`config.mk`:
```
export PLATFORM = sky130hd
export DESIGN_NAME = irq_status_regs
export DESIGN_NICKNAME = d
export VERILOG_FILES = /design/src/rtl/irq_regs_pkg.sv /design/src/rtl/irq_latch_bank.sv /design/src/rtl/irq_enable_reg.sv /design/src/rtl/irq_status_regs.sv
export SDC_FILE = /design/constraint.sdc
export NUM_CORES = 1
export LEC_CHECK = 0
export BUFFER_PORTS_ARGS = -buffer_cell sky130_fd_sc_hd__buf_2
export CORE_MARGIN = 1
export CORE_UTILIZATION = 38
export DETAILED_ROUTE_END_ITERATION = 6
export PLACE_DENSITY_LB_ADDON = 0.12
export SLEW_MARGIN = 0
export SYNTH_ARGS = -nofsm -noshare
export SYNTH_HDL_FRONTEND = slang
export SYNTH_SLANG_ARGS = --single-unit
```
`constraint.sdc`:
```
create_clock -name clk_i -period 0.9 [get_ports clk_i]
set_clock_uncertainty 0.1 [all_clocks]
set_input_delay 0.135 -clock clk_i [delete_from_list [all_inputs] [get_ports clk_i]]
set_output_delay 0.135 -clock clk_i [all_outputs]
set_load 0.01 [all_outputs]
```
`src/rtl/irq_regs_pkg.sv`:
```
package irq_regs_pkg;

    localparam int DATA_W = 16;
    localparam int ADDR_W = 2;
    localparam int NUM_EV = 7;
    localparam int EV_LSB = 2;

    localparam logic [ADDR_W-1:0] ADDR_LATCH = 2'd0;
    localparam logic [ADDR_W-1:0] ADDR_ENABLE = 2'd1;
    localparam logic [ADDR_W-1:0] ADDR_VIEW = 2'd2;

    typedef enum logic [1:0] {
        SEL_LATCH = 2'd0,
        SEL_ENABLE = 2'd1,
        SEL_VIEW = 2'd2,
        SEL_NONE = 2'd3
    } reg_sel_e;

endpackage

```
`src/rtl/irq_latch_bank.sv`:
```
module irq_latch_bank #(
    parameter int N = 7
) (
    input  logic         clk_i,
    input  logic         rst_i,
    input  logic [N-1:0] set_i,
    input  logic [N-1:0] clr_i,
    output logic [N-1:0] lat_o
);

    logic [N-1:0] lat_q;

    for (genvar i = 0; i < N; i++) begin : g_bit
        always_ff @(posedge clk_i) begin
            if (rst_i) begin
                lat_q[i] <= 1'b0;
            end else if (set_i[i]) begin
                lat_q[i] <= 1'b1;
            end else if (clr_i[i]) begin
                lat_q[i] <= 1'b0;
            end
        end

        assert_event_sets_R2: assert property (@(posedge clk_i) disable iff (rst_i)
            set_i[i] |=> lat_q[i]);
        assert_sticky_R2: assert property (@(posedge clk_i) disable iff (rst_i)
            (lat_q[i] && !clr_i[i]) |=> lat_q[i]);
        assert_set_beats_clear_R6: assert property (@(posedge clk_i) disable iff (rst_i)
            (set_i[i] && clr_i[i]) |=> lat_q[i]);
    end

    assign lat_o = lat_q;

endmodule

```
`src/rtl/irq_enable_reg.sv`:
```
module irq_enable_reg #(
    parameter int N = 7
) (
    input  logic         clk_i,
    input  logic         rst_i,
    input  logic         we_i,
    input  logic [N-1:0] wdata_i,
    output logic [N-1:0] en_o
);

    logic [N-1:0] en_q;

    always_ff @(posedge clk_i) begin
        if (rst_i) begin
            en_q <= '0;
        end else if (we_i) begin
            en_q <= wdata_i;
        end
    end

    assign en_o = en_q;

    assert_enable_holds_R7: assert property (@(posedge clk_i) disable iff (rst_i)
        !we_i |=> $stable(en_q));
    assert_enable_loads_R7: assert property (@(posedge clk_i) disable iff (rst_i)
        we_i |=> (en_q == $past(wdata_i)));

endmodule

```
`src/rtl/irq_status_regs.sv`:
```
module irq_status_regs
    import irq_regs_pkg::*;
#(
    parameter int P_DATA_W = DATA_W,
    parameter int P_ADDR_W = ADDR_W,
    parameter int P_NUM_EV = NUM_EV,
    parameter int P_EV_LSB = EV_LSB
) (
    input  logic                clk_i,
    input  logic                rst_i,
    input  logic [P_NUM_EV-1:0] event_i,
    input  logic                rd_i,
    input  logic                wr_i,
    input  logic [P_ADDR_W-1:0] addr_i,
    input  logic [P_DATA_W-1:0] wdata_i,
    output logic [P_DATA_W-1:0] rdata_o,
    output logic                irq_o
);

    localparam int FIELD_MSB = P_EV_LSB + P_NUM_EV - 1;
    localparam logic [P_DATA_W-1:0] FIELD_MASK =
        {{(P_DATA_W-P_NUM_EV){1'b0}}, {P_NUM_EV{1'b1}}} << P_EV_LSB;

    reg_sel_e            sel;
    logic [P_NUM_EV-1:0] lat;
    logic [P_NUM_EV-1:0] en;
    logic [P_NUM_EV-1:0] view;
    logic [P_NUM_EV-1:0] clr;
    logic [P_NUM_EV-1:0] field;
    logic                en_we;
    logic                irq_q;

    always_comb begin
        unique case (addr_i)
            ADDR_LATCH:  sel = SEL_LATCH;
            ADDR_ENABLE: sel = SEL_ENABLE;
            ADDR_VIEW:   sel = SEL_VIEW;
            default:     sel = SEL_NONE;
        endcase
    end

    assign view  = lat & en;
    assign en_we = wr_i && (sel == SEL_ENABLE);

    always_comb begin
        clr = '0;
        if (rd_i) begin
            unique case (sel)
                SEL_LATCH: clr = '1;
                SEL_VIEW:  clr = view;
                default:   clr = '0;
            endcase
        end
    end

    irq_latch_bank #(.N(P_NUM_EV)) u_latch (
        .clk_i (clk_i),
        .rst_i (rst_i),
        .set_i (event_i),
        .clr_i (clr),
        .lat_o (lat)
    );

    irq_enable_reg #(.N(P_NUM_EV)) u_enable (
        .clk_i   (clk_i),
        .rst_i   (rst_i),
        .we_i    (en_we),
        .wdata_i (wdata_i[FIELD_MSB:P_EV_LSB]),
        .en_o    (en)
    );

    always_comb begin
        unique case (sel)
            SEL_LATCH:  field = lat;
            SEL_ENABLE: field = en;
            SEL_VIEW:   field = view;
            default:    field = '0;
        endcase
        rdata_o = '0;
        rdata_o[FIELD_MSB:P_EV_LSB] = field;
    end

    always_ff @(posedge clk_i) begin
        if (rst_i) begin
            irq_q <= 1'b0;
        end else begin
            irq_q <= |view;
        end
    end

    assign irq_o = irq_q;

    assert_unused_zero_R3: assert property (@(posedge clk_i) disable iff (rst_i)
        (rdata_o & ~FIELD_MASK) == '0);
    assert_irq_rise_R8: assert property (@(posedge clk_i) disable iff (rst_i)
        (|(lat & en)) |=> irq_o);
    assert_irq_fall_R8: assert property (@(posedge clk_i) disable iff (rst_i)
        !(|(lat & en)) |=> !irq_o);
    assert_latch_read_empties_R4: assert property (@(posedge clk_i) disable iff (rst_i)
        (rd_i && addr_i == ADDR_LATCH && event_i == '0) |=> (lat == '0));
    assert_view_read_keeps_masked_R5: assert property (@(posedge clk_i) disable iff (rst_i)
        (rd_i && addr_i == ADDR_VIEW) |=> ((lat & ~en) == ($past(lat) & ~$past(en))) || (|$past(event_i)));
    assert_spare_addr_inert_R9: assert property (@(posedge clk_i) disable iff (rst_i)
        (addr_i == 2'd3) |-> (clr == '0 && rdata_o == '0));

endmodule

```
# After elaboration in Yosys (flattened, before gate mapping)

Cells that the tools add are included.

Bits in registers: 15
Input bits: 29
Output and inout port bits: 17

Equal/unequal tests: 4
Muxes and demuxes: 18
Bitwise operators: 1
Reduce and logical (&&, ||, !) cells: 11

Operator list:

| kind                                                                  | count |
|---|---|
| 7-bit case mux with 3 select lines                                    | 1 |
| 1-bit two-way mux                                                     | 14 |
| 7-bit case mux with 2 select lines                                    | 1 |
| 2-bit nonzero test                                                    | 7 |
| 7-bit AND                                                             | 1 |
| 7-bit two-way mux                                                     | 1 |
| 7-bit OR reduction                                                    | 1 |
| 2-bit case mux with 3 select lines                                    | 1 |
| 2-bit by 1-bit equality test with 1-bit output, second input constant | 2 |
| 2-bit equality test, second input constant                            | 2 |
| 2-bit logical NOT                                                     | 2 |
| 1-bit logical AND                                                     | 1 |

# Depth between registers and ports, before layout

Depth in word-level cells: 7
Mapped depth: 5

# Hierarchy

Synthesis repeated with hierarchy kept, for this count alone.

Cells, all modules: 99
Area total of the unflattened synthesis: 907.1 um2

Modules (own cells, without submodules):

| module          | times used | cells an instance | area each (um2) | sequential area each (um2) |
|---|---|---|---|---|
| irq_status_regs | 1          | 49                | 361.6           | 20.0 |
| irq_latch_bank  | 1          | 28                | 297.8           | 140.1 |
| irq_enable_reg  | 1          | 22                | 247.7           | 140.1 |

# Worst setup path before layout

No wires, ideal clock.

Kind: input to output
From: input port addr_i[1]
To: output port rdata_o[5]
Arrival: 0.764 ns
Data required time: 0.665 ns
Setup slack: -0.099 ns
Stages: 4
Buffers on the path: 1
Cells stage by stage: clkbuf_2 -> nor2b_4 -> a21oi_1 -> o21ai_0

Cells in the longest elaborated chain, start to end: 4
Elaborated cells on any way between the ends: 8

RTL lines:

| element                                           | line                  | source |
|---|---|---|
| from (decl)                                       | irq_status_regs.sv:14 | `input logic [P_ADDR_W-1:0] addr_i,` |
| 2-bit equality test, or another cell as far along | irq_status_regs.sv:34 | `unique case (addr_i)` |
| 2-bit case mux with 3 select lines (*)            | irq_status_regs.sv:34 |  |
| 2-bit equality test, or another cell as far along | irq_status_regs.sv:73 | `unique case (sel)` |
| 7-bit case mux with 3 select lines (*)            | irq_status_regs.sv:73 |  |
| to (decl)                                         | irq_status_regs.sv:16 | `output logic [P_DATA_W-1:0] rdata_o,` |

Every way passes the cells marked *; elsewhere a longest branch is shown, timed or not.

# Worst setup path in the final report

From: register u_latch.lat_q[4], in the netlist u_latch.lat_o[4]
To: output port rdata_o[6]

Cells in the longest elaborated chain, start to end: 2

RTL lines:

| element                                | line                  | source |
|---|---|---|
| from (decl)                            | irq_latch_bank.sv:11  | `logic [N-1:0] lat_q;` |
| from (signal, indexed assignment)      | irq_latch_bank.sv:16  | `lat_q[i] <= 1'b0;` |
| from (signal, indexed assignment)      | irq_latch_bank.sv:18  | `lat_q[i] <= 1'b1;` |
| from (signal, indexed assignment)      | irq_latch_bank.sv:20  | `lat_q[i] <= 1'b0;` |
| 7-bit AND                              | irq_status_regs.sv:42 | `assign view = lat & en;` |
| 7-bit case mux with 3 select lines (*) | irq_status_regs.sv:73 |  |

Marks and branches as above.

==> results.txt <==
----------------------------------------------------
[Run status]
  Run status ... finished with violations
  Violated checks ... negative setup slack

[STA]
  Total negative slack ... -2.60 ns
  Setup repair after global routing missed its margin ... yes
  Final critical-path setup slack ... -0.418 ns
  Max-slew violation count ... 0
  Final Critical Period ... 1.32 ns
  Final critical-path share of the clock period ... 1.46
  Total setup violations reported at the end of the flow ... 10
  Number of failing hold endpoints at the final stage ... 0
  Fmax ... between 0.7 and 0.8 GHz

[GRT]
  Global-route wire length before repair ... 3200 um
  GRT Util Overall ... 0.207
  Initial antenna violation count ... 0
  Via count of the first global-routing pass ... roughly 740
  Maximum number of pins on one net before global-route repair ... 16
  Remaining global-route overflow ... 0

[Critical path]
  Class of the most critical setup path ... reg2out
  CP Capture Point ... rdata_o[6]
  Critical Path Source Type ... flop
  Start point of the critical path ... u_latch.lat_o[4]$_SDFFE_PP0P_
  Max FO, Critical Path ... 4
  Destination of the worst register-to-register timing path ... irq_o$_SDFF_PP0_
  R2R setup slack ... -0.20 ns
  Worst-case reg-to-reg path depth ... 3
  Required time at the worst-slack endpoint ... 0.66 ns
  Crit end category ... output pin
  Crit Reg-Reg Startpoint ... u_enable.en_o[2]$_SDFFE_PP0P_
  Arrival @ worst endpoint ... 1.08 ns

[Final layout]
  Share of layout cells above drive strength 1 ... 0.473
  FF/Latch Area ... around 330 sq um
  Growth of design area from synthesis to finish ... 64.9%
  Layout filler cell count ... 183
  Layout net count ... 195
  Antenna Diode Count ... 0
  Final core utilization ... 0.667
  Footprint of the multi-input gates ... 467 sq um

[Clocking]
  Clock tree from TritonCTS ... yes
  CTS H-tree lvls ... 1
  Clk sinks ... 15
  Clock insertion delay at the later pin of the skew report ... between 0.2 and 0.3 ns
  Largest buffer count on any clock path ... 2
  Clock-pin transition on the worst setup and hold timing paths ... about 0.09 ns
  Number of CTS-inserted buffers ... 3
  Clock root cell ... sky130_fd_sc_hd__clkbuf_4

[Pwr]
  LEAKAGE ... ~0.64 nW
  Total power consumption of the routed design ... 1.50 mW
  Worst supply voltage drop on vdd ... 0.692 mV
  Cell Pwr Density ... between 1000 and 1500 nW/um^2

[Floorplan]
  Io pins ... 46
  Overall die width ... roughly 48 um
  Total number of placement rows ... 16
  Die height ... about 48 um
  Total die area ... roughly 2300 sq um
  Area of the placeable core ... 1980 sq um
  Effective utilization at floorplan ... 0.405

[Min path]
  Startpoint of the worst hold path ... rst_i
  Min-Delay Path Class ... in2reg

[Synth]
  Synthesized area per cell ... between 7 and 8 sq um
  Synthesized instance count ... 107
  Number of distinct library cells after synthesis ... 21
  Sequential cell area fraction in the yosys report ... 0.374
  Count of synthesis-stage warnings from yosys ... 0
  Top-area cell type share of the netlist area ... 0.374
  Synthesized area ... 802 sq um
  Synth area leader ... sky130_fd_sc_hd__dfxtp_1
  Top area cells in the synthesized netlist ... sky130_fd_sc_hd__dfxtp_1 (37%), sky130_fd_sc_hd__a21oi_1 (9.4%), sky130_fd_sc_hd__buf_4 (9.4%)
  Number of storage elements in the synthesis netlist ... 15

[Detailed routing]
  Detailed-routing iteration count for the pre-antenna-repair pass ... 4
  Via count ... 898
  Final routed wirelength across all metal layers ... 2200 um
  Detailed Route Iter0 Violations ... 14
  Post-detailed-route wirelength per cell ... 11.4 um
  Count of nets left with antenna violations after detail routing ... 0
  Number of DRC violations after detailed routing ... 0
  Ratio of routed vias to standard cells ... between 4 and 5

[Job]
  Max-capacitance violation count ... 0

[Place]
  Setup WS pre-CTS ... -0.297 ns
  Detailed placement HPWL ... about 1400 um
  Global placer's final weighted congestion ... 0.778
  Number of port buffers ... 27

----------------------------------------------------
==> layout by cell type, fill, tap and decap left out, types with 3 or more instances in the layout <==
master | synthesis | routed
sky130_fd_sc_hd__a21oi_1 | 15 | 15
sky130_fd_sc_hd__buf_2 | 0 | 27
sky130_fd_sc_hd__buf_4 | 10 | 14
sky130_fd_sc_hd__buf_6 | 1 | 3
sky130_fd_sc_hd__clkbuf_4 | 0 | 3
sky130_fd_sc_hd__conb_1 | 1 | 9
sky130_fd_sc_hd__dfxtp_2 | 0 | 10
sky130_fd_sc_hd__dfxtp_4 | 0 | 4
sky130_fd_sc_hd__dlygate4sd3_1 | 0 | 14
sky130_fd_sc_hd__inv_1 | 9 | 9
sky130_fd_sc_hd__nand2_1 | 16 | 11
sky130_fd_sc_hd__nand2_2 | 0 | 5
sky130_fd_sc_hd__nand3_1 | 7 | 7
sky130_fd_sc_hd__nor2b_1 | 7 | 3
sky130_fd_sc_hd__nor2b_4 | 1 | 5
sky130_fd_sc_hd__o21ai_0 | 12 | 3
sky130_fd_sc_hd__o21ai_1 | 0 | 4
sky130_fd_sc_hd__o21ai_2 | 0 | 5
==> cells in the mapped netlist <==
library cell                n
sky130_fd_sc_hd__a21o_1     2
sky130_fd_sc_hd__a21oi_1   15
sky130_fd_sc_hd__a222oi_1   1
sky130_fd_sc_hd__a22o_1     2
sky130_fd_sc_hd__a22oi_1    2
sky130_fd_sc_hd__a31oi_1    1
sky130_fd_sc_hd__buf_4     10
sky130_fd_sc_hd__buf_6      1
sky130_fd_sc_hd__clkbuf_1   1
sky130_fd_sc_hd__clkbuf_2   1
sky130_fd_sc_hd__conb_1     1
sky130_fd_sc_hd__dfxtp_1   15
sky130_fd_sc_hd__inv_1      9
sky130_fd_sc_hd__nand2_1   16
sky130_fd_sc_hd__nand2b_1   1
sky130_fd_sc_hd__nand3_1    7
sky130_fd_sc_hd__nand3b_1   1
sky130_fd_sc_hd__nor2_1     1
sky130_fd_sc_hd__nor2b_1    7
sky130_fd_sc_hd__nor2b_4    1
sky130_fd_sc_hd__o21ai_0   12
==> worst min-delay path by stage <==
stage	endpoint	depth (start not counted)
2_1_floorplan	u_enable.en_o[4]$_SDFFE_PP0P_	1
3_3_place_gp	u_latch.lat_o[4]$_SDFFE_PP0P_	3
3_5_place_dp	u_latch.lat_o[0]$_SDFFE_PP0P_	3
4_1_cts	u_enable.en_o[5]$_SDFFE_PP0P_	3
5_1_grt	u_latch.lat_o[4]$_SDFFE_PP0P_	2
6_report	u_enable.en_o[0]$_SDFFE_PP0P_	2
==> layer usage <==
metal  wire length [um]  vias to the layer above  track usage
li1                   -                      461            -
met4                 44                        0        0.100
met3                 75                        4       0.0340
met5                  0                        -            0
met2               1060                       26        0.335
met1               1010                      407        0.265
==> power by group <==
part / leakage [nW] / total [mW] / internal, mW / switching (mW)
Clock: 0.0150 / 0.393 / 0.172 / 0.220
Sequential: 0.129 / 0.727 / 0.697 / 0.0304
Combinational: 0.493 / 0.381 / 0.212 / 0.169
Total: 0.638 / 1.50 / 1.08 / 0.420
==> flip-flops by register name, summed over array words and instances (netlist names) <==
| register | cells |
|---|---|
| u_enable.en_o | 7 |
| u_latch.lat_o | 7 |
| irq_o | 1 |
==> final cells by class <==
cell class / count / share of cell area
inverters: 9 / 0.0255
repair buffers: 59 / 0.328
flip-flops and latches: 15 / 0.248
clock buffers: 4 / 0.0199
well taps: 27 / 0.0255
multi-input cells: 78 / 0.353
==> metrics by stage <==
stage	area [sq um]	std cells	hold WS [ns]
finish	1320	192	0.118
global route	1320	192	0.118
CTS	1270	190	0.000638
detailed placement	1010	165	0.275
global placement	1010	165	0.269
floorplan	875	115	0.104
==> critical path, cell delays in order (launching register included) <==
cell,delay [ns]
sky130_fd_sc_hd__dfxtp_2,0.34
sky130_fd_sc_hd__a21o_1,0.15
sky130_fd_sc_hd__a22o_1,0.17
sky130_fd_sc_hd__buf_2,0.13
==> timing repair <==
action                                  in CTS  in global routing
endpoints found under the setup margin      13                 16
resized for setup                           20                 17
setup buffers                                8                  1
hold buffers                                13                  1
hold endpoints to repair                    13                  1
pin swaps                                    5                  6
==> cell families (layout without fill, tap and decap cells) <==
group | Yosys count | count (layout) | share of synthesized area
buf+inv | 22 | 72 | 0.161
flops | 15 | 15 | 0.374
compound gates | 35 | 35 | 0.248
other cells | 1 | 9 | 0.00468
simple gates | 34 | 34 | 0.212
(Power assumes the default switching activity.)
